## src/rtl/ir_pkg.sv

```systemverilog
// Shared types for the infrared run-length sampler.
// Assumes the configuration word is 24 bits wide with the field layout below.
package ir_pkg;

    localparam int RUN_W   = 7;
    localparam int FILT_W  = 6;
    localparam int IDLE_TW = 8;
    localparam int ACT_TW  = 7;
    localparam logic [RUN_W-1:0] RUN_MAX = '1;

    // Configuration word layout, most significant field first.
    typedef struct packed {
        logic               act_scale;  // [23] activation threshold x128
        logic [ACT_TW-1:0]  act_thr;    // [22:16]
        logic [IDLE_TW-1:0] idle_thr;   // [15:8]
        logic [FILT_W-1:0]  filt_thr;   // [7:2]
        logic               rsvd;       // [1]
        logic               slow_div;   // [0]
    } cfg_t;

    typedef struct packed {
        logic             lvl;
        logic [RUN_W-1:0] len;
    } run_byte_t;

    typedef enum logic {
        ENC_WAIT = 1'b0,
        ENC_CAPT = 1'b1
    } enc_state_e;

endpackage

```

## src/rtl/ir_tick_gen.sv

```systemverilog
// Sample tick generator.
// Produces a one-cycle tick every DIV_FAST or DIV_SLOW base clocks, chosen by
// slow_sel. Assumes both divisors are at least 2.
module ir_tick_gen #(
    parameter int DIV_FAST = 64,
    parameter int DIV_SLOW = 128
) (
    input  logic clk,
    input  logic rst_n,
    input  logic slow_sel,
    output logic tick
);
    localparam int DIV_MAX = (DIV_SLOW > DIV_FAST) ? DIV_SLOW : DIV_FAST;
    localparam int CNT_W   = $clog2(DIV_MAX);

    logic [CNT_W-1:0] cnt_q;
    logic [CNT_W-1:0] last_w;

    // Terminal count for the selected divisor.
    assign last_w = slow_sel ? CNT_W'(DIV_SLOW - 1) : CNT_W'(DIV_FAST - 1);
    assign tick   = (cnt_q >= last_w);

    // Free-running divider counter, restarted on each tick.
    always_ff @(posedge clk) begin
        if (!rst_n) begin
            cnt_q <= '0;
        end else if (tick) begin
            cnt_q <= '0;
        end else begin
            cnt_q <= cnt_q + 1'b1;
        end
    end
endmodule

```

## src/rtl/ir_glitch_filter.sv

```systemverilog
// Level filter on the sample tick.
// A new level is accepted once it has been seen on thr consecutive samples
// (one sample when thr is 0). Every edge is delayed equally, so run lengths
// are preserved. Assumes raw is already synchronised to clk.
module ir_glitch_filter #(
    parameter int FILT_W = 6
) (
    input  logic              clk,
    input  logic              rst_n,
    input  logic              tick,
    input  logic              raw,
    input  logic [FILT_W-1:0] thr,
    output logic              level
);
    logic [FILT_W-1:0] pend_q;
    logic [FILT_W:0]   need_w;
    logic [FILT_W:0]   seen_w;

    // Samples needed to accept a change, and samples seen including this one.
    assign need_w = (thr == '0) ? (FILT_W+1)'(1) : {1'b0, thr};
    assign seen_w = {1'b0, pend_q} + 1'b1;

    // Track how long the input has disagreed with the accepted level.
    always_ff @(posedge clk) begin
        if (!rst_n) begin
            level  <= 1'b0;
            pend_q <= '0;
        end else if (tick) begin
            if (raw != level) begin
                if (seen_w >= need_w) begin
                    level  <= raw;
                    pend_q <= '0;
                end else begin
                    pend_q <= seen_w[FILT_W-1:0];
                end
            end else begin
                pend_q <= '0;
            end
        end
    end
endmodule

```

## src/rtl/ir_run_encoder.sv

```systemverilog
// Run-length encoder with packet framing.
// Waits for a mark of the activation length, then emits one byte per run of
// equal level, splitting runs at 127 samples. It closes the packet after the
// idle length of space. Assumes tick is never high on two consecutive cycles.
module ir_run_encoder
    import ir_pkg::*;
#(
    parameter int IDLE_UNIT = 128,
    parameter int ACT_UNIT  = 128
) (
    input  logic               clk,
    input  logic               rst_n,
    input  logic               tick,
    input  logic               level,
    input  logic [IDLE_TW-1:0] idle_thr,
    input  logic [ACT_TW-1:0]  act_thr,
    input  logic               act_scale,
    output logic               byte_valid,
    output logic [7:0]         byte_data,
    output logic               pkt_end
);
    localparam int IDLE_W = $clog2((1 << IDLE_TW) * IDLE_UNIT + 1);
    localparam int ARM_W  = $clog2((1 << ACT_TW) * ACT_UNIT + 1);

    enc_state_e       state_q;
    logic             cur_q;
    logic [RUN_W-1:0] run_q;
    logic [IDLE_W-1:0] idle_q;
    logic [ARM_W-1:0]  arm_q;

    logic [IDLE_W-1:0] idle_len_w;
    logic [ARM_W-1:0]  act_len_w;
    logic [IDLE_W-1:0] idle_inc_w;
    logic [ARM_W-1:0]  arm_inc_w;
    logic              idle_hit_w;
    run_byte_t         out_w;

    // Threshold lengths in samples, derived from the configuration fields.
    always_comb begin
        idle_len_w = (IDLE_W'(idle_thr) + 1'b1) * IDLE_W'(IDLE_UNIT);
        act_len_w  = (ARM_W'(act_thr) + 1'b1) *
                     (act_scale ? ARM_W'(ACT_UNIT) : ARM_W'(1));
        idle_inc_w = idle_q + 1'b1;
        arm_inc_w  = arm_q + 1'b1;
        idle_hit_w = !level && !cur_q && (idle_inc_w >= idle_len_w);
    end

    // Byte carrying the run in progress.
    assign out_w.lvl = cur_q;
    assign out_w.len = run_q;

    // Packet framing and run counting, evaluated on each sample tick.
    always_ff @(posedge clk) begin
        if (!rst_n) begin
            state_q    <= ENC_WAIT;
            cur_q      <= 1'b0;
            run_q      <= '0;
            idle_q     <= '0;
            arm_q      <= '0;
            byte_valid <= 1'b0;
            byte_data  <= '0;
            pkt_end    <= 1'b0;
        end else begin
            byte_valid <= 1'b0;
            pkt_end    <= 1'b0;
            if (tick) begin
                case (state_q)
                    ENC_WAIT: begin
                        if (level) begin
                            if (arm_inc_w >= act_len_w) begin
                                state_q <= ENC_CAPT;
                                cur_q   <= 1'b1;
                                run_q   <= RUN_W'(1);
                                idle_q  <= '0;
                                arm_q   <= '0;
                            end else begin
                                arm_q <= arm_inc_w;
                            end
                        end else begin
                            arm_q <= '0;
                        end
                    end
                    ENC_CAPT: begin
                        if (idle_hit_w) begin
                            byte_valid <= 1'b1;
                            byte_data  <= out_w;
                            pkt_end    <= 1'b1;
                            state_q    <= ENC_WAIT;
                            arm_q      <= '0;
                            idle_q     <= '0;
                        end else if (level == cur_q) begin
                            if (run_q == RUN_MAX) begin
                                byte_valid <= 1'b1;
                                byte_data  <= out_w;
                                run_q      <= RUN_W'(1);
                            end else begin
                                run_q <= run_q + 1'b1;
                            end
                            if (!level) begin
                                idle_q <= idle_inc_w;
                            end
                        end else begin
                            byte_valid <= 1'b1;
                            byte_data  <= out_w;
                            cur_q      <= level;
                            run_q      <= RUN_W'(1);
                            idle_q     <= level ? '0 : IDLE_W'(1);
                        end
                    end
                    default: state_q <= ENC_WAIT;
                endcase
            end
        end
    end
endmodule

```

## src/rtl/ir_runlen_sampler.sv

```systemverilog
// Top of the infrared run-length sampler.
// Synchronises and optionally inverts the receiver input, samples it on a
// divided tick, filters short level changes and encodes runs into bytes.
// Assumes cfg_word and pol_invert are held stable during a packet.
module ir_runlen_sampler
    import ir_pkg::*;
#(
    parameter int DIV_FAST    = 64,
    parameter int DIV_SLOW    = 128,
    parameter int IDLE_UNIT   = 128,
    parameter int ACT_UNIT    = 128,
    parameter int SYNC_STAGES = 2
) (
    input  logic        clk,
    input  logic        rst_n,
    input  logic [23:0] cfg_word,
    input  logic        pol_invert,
    input  logic        ir_in,
    output logic        byte_valid,
    output logic [7:0]  byte_data,
    output logic        pkt_end
);
    cfg_t cfg;
    logic cfg_unused;
    logic [SYNC_STAGES-1:0] sync_q;
    logic raw_w;
    logic tick_w;
    logic level_w;

    assign cfg        = cfg_t'(cfg_word);
    assign cfg_unused = cfg.rsvd;

    // Input synchroniser chain; polarity is applied at its entry.
    genvar gi;
    generate
        for (gi = 0; gi < SYNC_STAGES; gi++) begin : g_sync
            if (gi == 0) begin : g_first
                // First stage captures the possibly inverted pin.
                always_ff @(posedge clk) begin
                    if (!rst_n) sync_q[0] <= 1'b0;
                    else        sync_q[0] <= ir_in ^ pol_invert;
                end
            end else begin : g_next
                // Further stages shift the level along.
                always_ff @(posedge clk) begin
                    if (!rst_n) sync_q[gi] <= 1'b0;
                    else        sync_q[gi] <= sync_q[gi-1];
                end
            end
        end
    endgenerate

    assign raw_w = sync_q[SYNC_STAGES-1];

    ir_tick_gen #(
        .DIV_FAST (DIV_FAST),
        .DIV_SLOW (DIV_SLOW)
    ) u_tick (
        .clk      (clk),
        .rst_n    (rst_n),
        .slow_sel (cfg.slow_div),
        .tick     (tick_w)
    );

    ir_glitch_filter #(
        .FILT_W (FILT_W)
    ) u_filt (
        .clk   (clk),
        .rst_n (rst_n),
        .tick  (tick_w),
        .raw   (raw_w),
        .thr   (cfg.filt_thr),
        .level (level_w)
    );

    ir_run_encoder #(
        .IDLE_UNIT (IDLE_UNIT),
        .ACT_UNIT  (ACT_UNIT)
    ) u_enc (
        .clk        (clk),
        .rst_n      (rst_n),
        .tick       (tick_w),
        .level      (level_w),
        .idle_thr   (cfg.idle_thr),
        .act_thr    (cfg.act_thr),
        .act_scale  (cfg.act_scale),
        .byte_valid (byte_valid),
        .byte_data  (byte_data),
        .pkt_end    (pkt_end)
    );
endmodule

```

## config.mk

```make
export PLATFORM = sky130hd
export DESIGN_NAME = ir_runlen_sampler
export DESIGN_NICKNAME = d
export VERILOG_FILES = /design/src/rtl/ir_pkg.sv /design/src/rtl/ir_tick_gen.sv /design/src/rtl/ir_glitch_filter.sv /design/src/rtl/ir_run_encoder.sv /design/src/rtl/ir_runlen_sampler.sv
export SDC_FILE = /design/constraint.sdc
export NUM_CORES = 1
export LEC_CHECK = 0
export BUFFER_PORTS_ARGS = -buffer_cell sky130_fd_sc_hd__clkbuf_2
export CORE_ASPECT_RATIO = 1.75
export CORE_MARGIN = 1.5
export CORE_UTILIZATION = 55
export CTS_BUF_LIST = sky130_fd_sc_hd__clkbuf_8
export CTS_CLUSTER_DIAMETER = 100
export DETAILED_ROUTE_END_ITERATION = 8
export PLACE_DENSITY = 0.73
export SLEW_MARGIN = 20
export SYNTH_ARGS = -nofsm -noshare
export SYNTH_HDL_FRONTEND = slang
export SYNTH_SLANG_ARGS = --single-unit
```

## constraint.sdc

```tcl
create_clock -name clk -period 4.4 [get_ports clk]
set_input_delay 0.66 -clock clk [delete_from_list [all_inputs] [get_ports clk]]
set_output_delay 0.66 -clock clk [all_outputs]
set_load 0.03 [all_outputs]
```

After elaboration in Yosys (flattened, before gate mapping):

Index checks and enable logic that the tools add are counted.
W data, S select, Z words.

* latch bits: 0
* bits in writable memories: 0
* word-level logic and storage cells: 89
* output and inout port bits: 10
* bits in read-only memories: 0
* memories: 0
* flip-flop bits (word level): 66

* multiplexer cells: 38
* bitwise logic cells: 3
* equality and inequality tests: 10
* magnitude comparators: 4
* shift-type cells: 0
* multiply operators: 1
* reductions and logical operators: 13
* div/mod/pow operators: 0
* add/sub/neg operators: 7

Operator list (count)
* $mux W16: 5
* $mux W15: 3
* $mux W7: 6
* $mux W8: 4
* $pmux W16 S2: 1
* $pmux W15 S2: 1
* $mux W6: 3
* $add A16 B1 Y16 const B: 1
* $ge A16 B16 Y1: 1
* $add A15 B1 Y15 const B: 1
* $ge A15 B15 Y1: 1
* $mul A15 B15 Y15: 1
* $add A7 B1 Y7 const B: 2
* $ge A7 B7 Y1: 2
* $pmux W7 S2: 1
* $mux W1: 12
* $add A8 B1 Y9 const B: 1
* $reduce_and A3 Y1: 3
* $add A7 B1 Y8 const B: 1
* $ne A2 B2 Y1 const B: 4
* $reduce_and A4 Y1: 2
* $add A6 B1 Y7 const B: 1
* $eq A7 B7 Y1 const B: 1
* $logic_not A6 Y1: 1
* 13 further kinds: 17

Longest topological paths before layout:

Gate-level depths: netlist (run 1).

* word-level depth: 6
* depth in mapped cells: 17
* depth with buffers taken out: 16

By module:

Synthesis (run 1) repeated with hierarchy kept, for this count alone.

* cells, all modules: 556
* area total of the unflattened synthesis: 4725.8 µm²

By module, submodules not included
* ir_run_encoder: area each 3764.9 µm², times used 1, cells an instance 446, sequential area each 1001.0 µm²
* ir_glitch_filter: area each 538.0 µm², times used 1, cells an instance 64, sequential area each 140.1 µm²
* ir_tick_gen: area each 361.6 µm², times used 1, cells an instance 41, sequential area each 140.1 µm²
* ir_runlen_sampler: area each 61.3 µm², times used 1, cells an instance 5, sequential area each 40.0 µm²

Least setup slack after synthesis (run 1):

OpenSTA, ideal clock, no wires.

* path kind: register -> register
* from: reg u_enc.idle_q[0]
* to: reg u_enc.byte_data[0]
* period minus slack after synthesis: 3.617 ns
* cell stages (with the launch flop): 16
* slack: 0.783 ns
* arrival: 3.490 ns
* path buffers: 2
* library setup time: 0.128 ns
* data required time: 4.272 ns
* path through: dfxtp_1 -> ha_1 -> and4_1 -> nand4_1 -> or2_2 -> clkbuf_1 -> nor2_1 -> xor2_1 -> ha_1 -> and4_1 -> a2111o_1 -> a21o_2 -> o311ai_1 -> buf_4 -> mux2i_1 -> nor2_1

* cells in the longest elaborated chain, start to end: 5
* elaborated cells between the ends (all ways): 6
* classes of those cells: 1 x add/sub; 1 x order compare; 1 x eq/ne; 1 x mux; 2 x reduce/logical

RTL lines
* start, declared: line ir_run_encoder.sv:28 `logic [IDLE_W-1:0] idle_q;`
* start signal, assigned: line ir_run_encoder.sv:100 `idle_q <= idle_inc_w;`
* start signal, assigned: line ir_run_encoder.sv:107 `idle_q <= level ? '0 : IDLE_W'(1);`
* $add A16 B1 Y16 (*): line ir_run_encoder.sv:43 `idle_inc_w = idle_q + 1'b1;`
* $ge A16 B16 Y1 (*): line ir_run_encoder.sv:45 `idle_hit_w = !level && !cur_q && (idle_inc_w >= idle_len_w);`
* $logic_and A1 B1 Y1 (*): line ir_run_encoder.sv:45
* $ne A3 B2 Y1 (no line)
* $reduce_and A3 Y1 (no line)
* end signal, assigned: line ir_run_encoder.sv:86 `byte_data <= out_w;`
* end signal, assigned: line ir_run_encoder.sv:94 `byte_data <= out_w;`
* end signal, assigned: line ir_run_encoder.sv:104 `byte_data <= out_w;`
* end, declared: line ir_run_encoder.sv:19 `output logic [7:0] byte_data,`

Mark *: on every way between the ends. The rest lies on a longest branch, timed or not.
A chain may end at the register's enable or synchronous reset.

Worst setup path after layout (run 1):

* from: reg u_enc.idle_q[0]
* to: reg u_enc.idle_q[7]

* cells in the longest elaborated chain, start to end: 5
* elaborated cells between the ends (all ways): 9
* classes of those cells: 1 x add/sub; 1 x order compare; 1 x eq/ne; 4 x mux; 2 x reduce/logical

RTL lines (line)
* $add A16 B1 Y16 (*): ir_run_encoder.sv:43
* $ge A16 B16 Y1 / $mux W16 (equally long branches): ir_run_encoder.sv:45, ir_run_encoder.sv:99
* $logic_and A1 B1 Y1 / $mux W16 (equally long branches): ir_run_encoder.sv:45, ir_run_encoder.sv:91
* $ne A4 B4 Y1 (no line) / $mux W16 (equally long branches)
* $reduce_and A4 Y1 (no line) / $pmux W16 S2 (equally long branches)

Mark *: on every way between the ends. The rest lies on a longest branch, timed or not. The select of a mux whose other input is x is not followed.

==> out/results.ini, run 1 <==
[cts]
ctsRootBufferMaster=clkbuf_8
h-tree-depth=3
clk_pin_slew_worst_paths_ps=70
cts.sinks=66
tritoncts=built
clock_latency_ps=350
cts-buffers-inserted=9
cts_max_path_buffers=2

[placed_design]
dp.final_hpwl_um=7650
dpl.cell_count=672
count_of_port_buffers_added_during_placement=36
globalplace.congestion=0.794

[synth]
postSynth.asyncResetShare_pct=0
synth_sequential_area_ratio_pct=29.2
synthesis.area_per_instance_um2=8.07
netlist_top_cells_area=dfxtp_1 (29%), ha_1 (12%), a21oi_1 (5.3%)
syn_inst=561
postSynthNetCount=632
yosysTopAreaCellShare_pct=29.2
synth.lib_cells_used.distinct=62
yosysTopAreaCell=dfxtp_1
ys.warnings.count=0
syn_area_um2=4530
synth_edf_count=0
dominantRegCellSynth=dfxtp_1
synth_seq_cells=66

[finish]
area_growth_pct=8.87
fin_cells=687
mostFrequentLayoutCell=dfxtp_1
n_fill_cell=711
most-common-layout-cells=dfxtp_1 (66), nand2_1 (60), a21oi_1 (48), nor2_1 (47), ha_1 (43)
antenna_cells=0
finish.net_count=664
final_layout_size_suffix_gt1_share_pct=13.7

[worst_setup_path]
timing.critical_path.arrival_ps=4400
end_kind=flop
worst-r2r-cell-count=15
crit_path_max_fanout=10
crit_buf_inv=1
path_cells=ha_1 > and4_1 > nand4_1 > or2_2 > nor2_1 > xor2_1 > ha_1 > nand4_1 > nor3_1 > a2111o_1 > a21o_2 > o221ai_2 > buf_4 > a21oi_1 > o22ai_1
r2r_setup_slack_ps=280
setup.worst_path.class=reg2reg
r2r-end=u_enc.idle_q[7]$_SDFFE_PN0P_
worstPathRequired_ps=4680
cp-startpoint=u_enc.idle_q[0]$_SDFFE_PN0P_
critical_path.top_delay_family=compound AO/OA/AOI/OAI gates
slowest_stage=a2111o_1
critical_path.max_stage_delay_ps=450
crit_path_launch_type=flop
reg2reg_from=u_enc.idle_q[0]$_SDFFE_PN0P_

[sta]
grt_setup_unrepaired=no
maxSlewViolCount=0
timing_hold_violations_final=0
tns_ps=0
max_slew.worst_pin.slew_ps=1040
timing.final.crit_share_pct=93.7
fmax_mhz=243
clock-skew-final_ps=9.61
final-setup-viol-count=0
slew_headroom_pct=30.3
final_period_minus_worst_setup_slack_ps=4120

[floorplan]
core_region_area_um2=7960
die_y_um=123
die_width_um=71.6
placement_rows=43
floorplan.die_area_um2=8810
initial_core_util_pct=56.9
boundaryPins=38

[global_route]
grt_max_degree=36
globalRoute.totalOverflow=0
grt_antenna_before_repair=0
first_pass_grt_wire_length_um=16600
all_layer_global_routing_usage_pct=23.3
first_global_vias=3931

[detailed_routing]
drt-pass1-iter-count=7
drt-initial-drc-count=197
vias=4058
wl_per_cell_um=14.5
antenna_violating_nets_post_route=0
vias_per_cell=5.91
drc_viols=2
total_wire_length_after_detailed_routing_um=9950

[pwr]
max-vdd-ir-drop_uv=158
p_leak_uw=0.00218
powerDensity_nw_per_um2=226

[worst_hold_path]
holdCritPathClass=reg2reg
timing.hold.worst_endpoint=raw_w$_SDFF_PN0_
startpoint_of_the_tightest_hold_check_path=sync_q[0]$_SDFF_PN0_
hold_path_depth=1

[run_status]
outcome=finished with violations
violations=design-rule violations

[run]
number_of_max_capacitance_violations_reported=0

-- registers in the layout (all words and copies together) (netlist names) --
signal and count:
raw_w 1, u_enc.state_q 1, u_enc.idle_q 16, u_enc.byte_data 8, u_enc.run_q 7, u_filt.pend_q 6, u_tick.cnt_q 7, u_enc.arm_q 15
u_enc.pkt_end 1, sync_q 1, u_enc.cur_q 1, u_enc.byte_valid 1, u_filt.level 1
-- logic make-up after synthesis --
logic type                 count (synthesis)  share of synthesized area (%)
DFF                                       66                           29.2
other                                      1                         0.0828
and+or+nand+nor                          232                           26.8
AOI/OAI and AO/OA                        117                           16.3
xor gates and xnor gates                  45                           8.87
adders and majority gates                 43                           11.9
buffers and inverters                     46                           4.39
muxes                                     11                           2.46
-- metal layers --
layer	vias to the layer above	track usage (%)	wire length [um]
li1	2057	-	-
met1	1906	22.9	3820
met2	63	45.3	5550
met3	32	4.65	227
met4	0	11.3	350
met5	-	0	0
-- synth_stat cells, types with 3 or more instances --
cell,number
and2_1,7
o211ai_1,3
clkbuf_1,11
nor2b_1,3
and3_1,15
a21oi_1,48
mux2i_1,10
nand3b_1,10
buf_4,5
o21ai_0,20
nor2_1,47
xor2_1,24
nand4_1,9
nand2b_1,9
or3_1,13
inv_1,24
nor3_1,6
nand2_1,60
or3b_1,4
a21o_1,4
dfxtp_1,66
o22ai_1,11
buf_2,6
xnor2_1,20
or2_2,7
nand3_1,28
ha_1,43
a32o_1,3
-- area by class of cell --
| class | instances | area (um2) | share of cell area (%) |
|---|---|---|---|
| clock buffers | 9 | 124 | 2.51 |
| clock inverters | 6 | 27.5 | 0.559 |
| inverters | 24 | 90.1 | 1.83 |
| multi-input cells | 449 | 3020 | 61.3 |
| flip-flops and latches | 66 | 1320 | 26.8 |
| well taps | 90 | 113 | 2.28 |
| repair buffers | 43 | 233 | 4.72 |
-- repair_timing --
| action | in CTS | in global routing |
|---|---|---|
| buffers inserted | 0 | 0 |
| hold buffers | 0 | 0 |
| gates resized for setup | 0 | 1 |
| endpoints found under the setup margin | 0 | 5 |
-- metrics by stage --
stage / setup WS (ps) / utilization (%) / total power, uW / instance area [um2] / hold slack (ps)
after floorplan: 783 / - / 678 / 4530 / 412
after global placement: 298 / 59.9 / 708 / 4770 / 416
after detailed placement: 308 / 59.9 / 713 / 4770 / 434
after CTS: 294 / 61.8 / 1130 / 4920 / 444
after global routing: 13.0 / 61.9 / 1170 / 4930 / 465
final: 279 / 61.9 / 1120 / 4930 / 442
-- power breakdown --
part	total (uW)	internal (uW)	switching, uW
logic	94.9	38.6	56.3
registers	604	601	3.08
clock network	417	193	224
total	1120	832	283
-- worst max path at each step --
stage / to / slack (ps) / cells after the start
after detailed placement: u_enc.run_q[4]$_SDFFE_PN0P_ / 310 / 14
after global placement: u_enc.run_q[2]$_SDFFE_PN0P_ / 300 / 14
after global routing: u_enc.idle_q[7]$_SDFFE_PN0P_ / 10 / 15
after floorplan: u_enc.byte_data[0]$_SDFFE_PN0P_ / 780 / 15
final: u_enc.idle_q[7]$_SDFFE_PN0P_ / 280 / 15
after CTS: u_enc.run_q[4]$_SDFFE_PN0P_ / 290 / 14
Note: power is estimated with default switching activity, not from simulation.
==> run 2: changes to the inputs <==
==> constraint.sdc (replaced) <==
create_clock -name clk -period 4.4 [get_ports clk]
set_input_delay 0.88 -clock clk [delete_from_list [all_inputs] [get_ports clk]]
set_output_delay 0.88 -clock clk [all_outputs]
set_load 0.03 [all_outputs]
==> run 2 against run 1 <==
Net effect:
- the flow now finishes without violations
- worst setup slack better by 24 ps
- final area up 0.53%
- flip-flop and latch count unchanged
- sequential share of layout area down 0.14 points
- global-route usage up 0.58 points
- critical path depth unchanged
- highest routed layer unchanged
==> out/results.ini, run 2 (synthesis results as in run 1) <==
[run_status]
outcome=finished, final reports clean

[finish]
largest_register_ffs=16
area_growth_pct=9.45
regMostFlops=u_enc.idle_q
most-common-layout-cells=dfxtp_1 (66), nand2_1 (60), a21oi_1 (48), nor2_1 (47), ha_1 (43)
largest_registers=u_enc.idle_q x16, u_enc.arm_q x15, u_enc.byte_data x8
antenna_cells=0
n_fill_cell=684
sequential_cell_area_um2=1320
mostFrequentLayoutCell=dfxtp_1
final_core_util_pct=62.2
area_of_combinational_cells_with_multiple_inputs_um2=3020
final_layout_size_suffix_gt1_share_pct=14.0
finish.net_count=665

[pwr]
p_leak_uw=0.00219
share_of_total_power_in_combinational_logic_pct=8.3
p_seq_share_pct=52.3
power_switching_uw=288
powerDensity_nw_per_um2=233
max-vdd-ir-drop_uv=122
switching_share_pct=25.0
clockPowerShare_pct=39.4
power.internal_uw=866

[global_route]
first_global_vias=3884
globalRoute.totalOverflow=0
grt_antenna_before_repair=0
all_layer_global_routing_usage_pct=23.9
grt_max_degree=32
first_pass_grt_wire_length_um=16700

[placed_design]
dp.final_hpwl_um=7620
pre_cts_slack_ps=340
count_of_port_buffers_added_during_placement=36
globalplace.congestion=0.854

[floorplan]
core_region_area_um2=7960
floorplan.die_area_um2=8810
placement_rows=43
die_width_um=71.6
die_y_um=123
initial_core_util_pct=56.9
boundaryPins=38

[worst_setup_path]
r2r_setup_slack_ps=300
worst-r2r-cell-count=15
crit_path_launch_type=flop
worstPathRequired_ps=4670
critical_path.top_delay_family=compound AO/OA/AOI/OAI gates
crit_path_max_fanout=10
reg2reg_from=u_enc.idle_q[0]$_SDFFE_PN0P_
timing.critical_path.arrival_ps=4360
critical_path.max_stage_delay_ps=430
slowest_stage=a2111o_1
r2r-end=u_enc.idle_q[10]$_SDFFE_PN0P_
setup.worst_path.class=reg2reg
end_kind=flop
path_cells=ha_1 > and4_1 > nand4_1 > or2_2 > nor2_1 > xor2_1 > ha_1 > nand4_1 > nor3_1 > a2111o_1 > a21o_2 > o221ai_2 > buf_4 > a21oi_1 > o22ai_1
crit_buf_inv=1

[sta]
max_slew.worst_pin.slew_ps=763
tns_ps=0
setup_ws_ps=303
timing.final.crit_share_pct=93.1
timing_hold_violations_final=0
final-setup-viol-count=0
grt_setup_unrepaired=yes
final_period_minus_worst_setup_slack_ps=4100
clock-skew-final_ps=6.77
slew_headroom_pct=49.1
fmax_mhz=244
maxSlewViolCount=0

[detailed_routing]
drt-initial-drc-count=150
vias_per_cell=5.86
antenna_violating_nets_post_route=0
drt-pass1-iter-count=7
vias=4033
total_wire_length_after_detailed_routing_um=10100
wl_per_cell_um=14.6
drc_viols=0

[run]
number_of_max_capacitance_violations_reported=0

[worst_hold_path]
hold_path_depth=1
timing.hold.worst_endpoint=raw_w$_SDFF_PN0_
startpoint_of_the_tightest_hold_check_path=sync_q[0]$_SDFF_PN0_
holdCritPathClass=reg2reg

[cts]
clock_latency_ps=350
h-tree-depth=3
cts.sinks=66
cts-buffers-inserted=9
cts_max_path_buffers=2
clk_pin_slew_worst_paths_ps=70
ctsRootBufferMaster=clkbuf_8
tritoncts=built

## run 2: cell count changes in the layout (fill, tap and decap cells not counted)
cell / previous run / this run
buf_4: 7 / 8
clkbuf_8: 9 / 11
clkinv_2: 4 / 3
inv_1: 26 / 25
## run 2: layout make-up
class	instances	area share, %
tap	90	2.27
clock buffer	11	3.06
multi-input combinational	449	61.0
sequential	66	26.7
timing repair buffer	44	4.85
clock inverter	4	0.379
inverter	24	1.82
## run 2: power groups by stage
stage / Sequential, uW / Clock [uW] / Combinational, uW
CTS: 604 / 467 / 95.8
detailed placement: 617 / 0 / 95.1
floorplan: 617 / 0 / 61.4
global route: 604 / 492 / 107
finish: 604 / 455 / 95.7
global placement: 617 / 0 / 91.3
## run 2: metrics by stage
stage | instances | hold WS (ps) | total power [uW] | area (um2)
6_report | 688 | 439 | 1150 | 4950
5_1_grt | 688 | 465 | 1200 | 4950
4_1_cts | 688 | 442 | 1170 | 4950
3_5_place_dp | 673 | 426 | 712 | 4780
3_3_place_gp | 673 | 418 | 708 | 4780
2_1_floorplan | 561 | 412 | 678 | 4530
## run 2: how the worst max path moves through the flow
stage                                       startpoint                               to  slack, ps  cells past startpoint
final                     u_enc.idle_q[0]$_SDFFE_PN0P_    u_enc.idle_q[10]$_SDFFE_PN0P_        300                     15
after floorplan           u_enc.idle_q[0]$_SDFFE_PN0P_  u_enc.byte_data[0]$_SDFFE_PN0P_        780                     15
after global routing      u_enc.idle_q[0]$_SDFFE_PN0P_     u_enc.idle_q[7]$_SDFFE_PN0P_         -2                     15
after CTS                 u_enc.idle_q[0]$_SDFFE_PN0P_    u_enc.idle_q[10]$_SDFFE_PN0P_        310                     15
after detailed placement  u_enc.idle_q[0]$_SDFFE_PN0P_    u_enc.idle_q[10]$_SDFFE_PN0P_        340                     15
after global placement                     cfg_word[8]      u_enc.run_q[2]$_SDFFE_PN0P_        360                     13
## run 2: per-layer routing
metal / wire [um] / global-route usage [%] / share of wire [%] / up-vias
li1: - / - / - / 2059
met1: 3850 / 23.3 / 38 / 1899
met2: 5730 / 47.4 / 57 / 60
met3: 276 / 4.32 / 2.7 / 15
met4: 209 / 10.7 / 2.1 / 0
met5: 0 / 0 / 0 / -
## run 2: timing repair
item / 4_1_cts / 5_1_grt
resized for setup: 0 / 1
endpoints found under the setup margin: 0 / 2
endpoints found under the hold margin: 0 / 0
setup buffers: 0 / 0
hold buffers: 0 / 0
==> run 3: changes to the inputs <==
Settings changed: ABC_AREA set to 1, CORE_MARGIN 1.5 to 2, CORE_UTILIZATION 55 to 42, PLACE_DENSITY 0.73 to 0.58.
==> run 3 against run 2 <==
Net effect:
- non-clock buffer count is 2 lower
- worst setup slack better by 540 ps
- synthesized area is 8.0% higher
- die area is 43% higher
- total power is 2.8% lower
- wire length is 7.7% higher
- sequential power hardly changed
- clock power is 7.9% lower
- flip-flop and latch count stayed put
- critical endpoint is now u_enc.idle_q[12]$_SDFFE_PN0P_
- largest cell class unchanged
- largest power group unchanged
==> out/results.ini, run 3 <==
[run_status]
outcome=finished, final reports clean

[worst_setup_path]
crit_path_max_fanout=20
crit_path_launch_type=flop
path_cells=ha_1 > nand2_1 > nor2_1 > nand3_1 > inv_1 > nand4_1 > xor2_1 > inv_1 > ha_1 > nand2_1 > inv_1 > o21ai_0 > nand2_1 > a21oi_1 > nand3_1 > nand2_1 > nand2_2 > buf_4 > a21oi_1 > nor2_1
setup.worst_path.class=reg2reg
timing.critical_path.arrival_ps=3800
r2r_setup_slack_ps=840
worst-r2r-cell-count=20
crit_buf_inv=4
critical_path.max_stage_delay_ps=440
critical_path.top_delay_family=simple AND/OR/NAND/NOR gates
end_kind=flop
worstPathRequired_ps=4640
slowest_stage=dfxtp_1
r2r-end=u_enc.idle_q[12]$_SDFFE_PN0P_
crit_path_frequent_cell=nand2_1
reg2reg_from=u_enc.arm_q[0]$_SDFFE_PN0P_

[floorplan]
placement_rows=52
initial_core_util_pct=42.7
die_width_um=85.6
die_y_um=147
floorplan.die_area_um2=12600
boundaryPins=38
core_region_area_um2=11500

[finish]
finish.net_count=851
regMostFlops=u_enc.idle_q
largest_registers=u_enc.idle_q x16, u_enc.arm_q x15, u_enc.byte_data x8
area_growth_pct=8.29
sequential_cell_area_um2=1320
area_of_combinational_cells_with_multiple_inputs_um2=3050
most-common-layout-cells=nand2_1 (159), nor2_1 (111), inv_1 (103), nand3_1 (70), dfxtp_1 (66)
final_core_util_pct=46.3
antenna_cells=0
largest_register_ffs=16
fin_cells=919
final_layout_size_suffix_gt1_share_pct=8.93
mostFrequentLayoutCell=nand2_1
n_fill_cell=1243
final_area_um2=5300

[detailed_routing]
highest_layer=met4
wl_met1_um=4520
vias_per_cell=5.05
wl_per_cell_um=11.8
drt-pass1-iter-count=4
antenna_violating_nets_post_route=0
vias=4637
detailroute.wirelength.met3_um=303
wl_met2_um=5820
drc_viols=0
total_wire_length_after_detailed_routing_um=10800
drt-initial-drc-count=162

[sta]
grt_setup_unrepaired=no
tns_ps=0
max_slew.worst_pin.slew_ps=946
clock-skew-final_ps=5.36
setup_ws_ps=842
fmax_mhz=281
final-setup-viol-count=0
final_period_minus_worst_setup_slack_ps=3560
timing_hold_violations_final=0
maxSlewViolCount=0
slew_headroom_pct=36.9
timing.final.crit_share_pct=80.9

[synth]
yosysTopAreaCellShare_pct=27.0
synthTopCellsByCount=nand2_1 (159), nor2_1 (111), inv_1 (100)
synthesis.area_per_instance_um2=6.54
syn_area_um2=4890
synth.most_common_cell=nand2_1
synth.lib_cells_used.distinct=36
postSynth.asyncResetShare_pct=0
netlist_top_cells_area=dfxtp_1 (27%), nand2_1 (12%), ha_1 (11%)
postSynthNetCount=819
syn_inst=748
synth_edf_count=0
dominantRegCellSynth=dfxtp_1
synth_seq_cells=66
synth_sequential_area_ratio_pct=27.0
ys.warnings.count=0
yosysTopAreaCell=dfxtp_1

[cts]
cts-resized-gates=0
cts.sinks=66
h-tree-depth=3
ctsHoldBuffers=0
cts_max_path_buffers=2
ctsRootBufferMaster=clkbuf_8
clk_pin_slew_worst_paths_ps=70
post_cts_buffers=0
tritoncts=built
cts-buffers-inserted=9
clock_latency_ps=350

[global_route]
first_global_vias=4620
first_pass_grt_wire_length_um=19200
grt_max_degree=32
all_layer_global_routing_usage_pct=18.3
grt_antenna_before_repair=0
globalRoute.totalOverflow=0

[worst_hold_path]
startpoint_of_the_tightest_hold_check_path=sync_q[0]$_SDFF_PN0_
timing.hold.worst_endpoint=raw_w$_SDFF_PN0_
hold_path_depth=2
holdCritPathClass=reg2reg

[pwr]
p_leak_uw=0.00258
powerDensity_nw_per_um2=212
max-vdd-ir-drop_uv=205

[placed_design]
placedInstanceArea_um2=5140
dp.final_hpwl_um=8500
globalplace.congestion=0.845
dpl.cell_count=904
count_of_port_buffers_added_during_placement=36
pre_cts_slack_ps=588

[run]
number_of_max_capacitance_violations_reported=0

[run 3: cell types whose count changed after synthesis, moves of 9 or more]
| cell | before | now |
|---|---|---|
| nor3_1 | 6 | 15 |
| nand2_1 | 60 | 159 |
| nand3_1 | 28 | 70 |
| o21ai_1 | 2 | 11 |
| nand2b_1 | 9 | 0 |
| o22ai_1 | 11 | 0 |
| or3_1 | 13 | 0 |
| and3_1 | 15 | 0 |
| xor2_1 | 24 | 34 |
| nor2_1 | 47 | 111 |
| inv_1 | 24 | 100 |
| xnor2_1 | 20 | 5 |
| mux2i_1 | 10 | 0 |
[run 3: how the worst max path moves through the flow]
stage | start | end | slack [ps] | cells past startpoint
6_report | u_enc.arm_q[0]$_SDFFE_PN0P_ | u_enc.idle_q[12]$_SDFFE_PN0P_ | 840 | 20
5_1_grt | u_enc.arm_q[0]$_SDFFE_PN0P_ | u_enc.arm_q[0]$_SDFFE_PN0P_ | 380 | 19
4_1_cts | u_enc.arm_q[0]$_SDFFE_PN0P_ | u_enc.idle_q[10]$_SDFFE_PN0P_ | 810 | 20
3_5_place_dp | cfg_word[16] | u_enc.idle_q[10]$_SDFFE_PN0P_ | 590 | 19
3_3_place_gp | cfg_word[16] | u_enc.cur_q$_SDFFE_PN0P_ | 660 | 21
2_1_floorplan | cfg_word[16] | u_enc.arm_q[11]$_SDFFE_PN0P_ | 1230 | 17
[run 3: kinds of logic (layout without fill, tap and decap cells)]
family          count (synthesis)  in the layout  share of synthesized area (%)
flops                          66             66                           27.0
fa+ha+maj                      43             43                           11.0
buf+inv                       123            159                           10.7
xor+xnor                       39             39                           6.98
compound gates                 84             84                           9.29
simple gates                  392            392                           34.9
other cells                     1              1                         0.0767
[run 3: where the power goes]
part           switching (uW)  internal, uW  leakage [uW]
logic                    61.2          39.3       0.00196
registers                1.80           601      0.000532
clock network             226           193     0.0000887
total                     289           833       0.00258
[run 3: area by class of cell]
type                    instances  share of cell area (%)
inverters                     102                    7.23
clock inverters                 6                   0.543
flip-flops and latches         66                    24.9
well taps                     135                    3.19
repair buffers                 42                    4.25
clock buffers                   9                    2.34
multi-input cells             559                    57.5
[run 3: metrics by stage]
step | hold WS [ps] | power, uW
finish | 425 | 1120
global route | 461 | 1180
CTS | 431 | 1140
detailed placement | 416 | 717
global placement | 416 | 714
floorplan | 390 | 684
[run 3: per-layer routing]
layer / vias up / track usage (%)
met4: 0 / 6.43
met5: - / 0
met2: 65 / 35.0
met1: 2090 / 19.7
met3: 16 / 2.92
li1: 2466 / -
[run 3: worst register-to-register path: cells and delay by family (launching register included)]
family,cells,cell delay (ps)
XOR/XNOR,1,210
AO/OA/AOI/OAI,3,400
AND/OR/NAND/NOR,10,1350
buffers and inverters,4,520
flip-flops,1,440
adder cells (fa/ha/maj),2,520
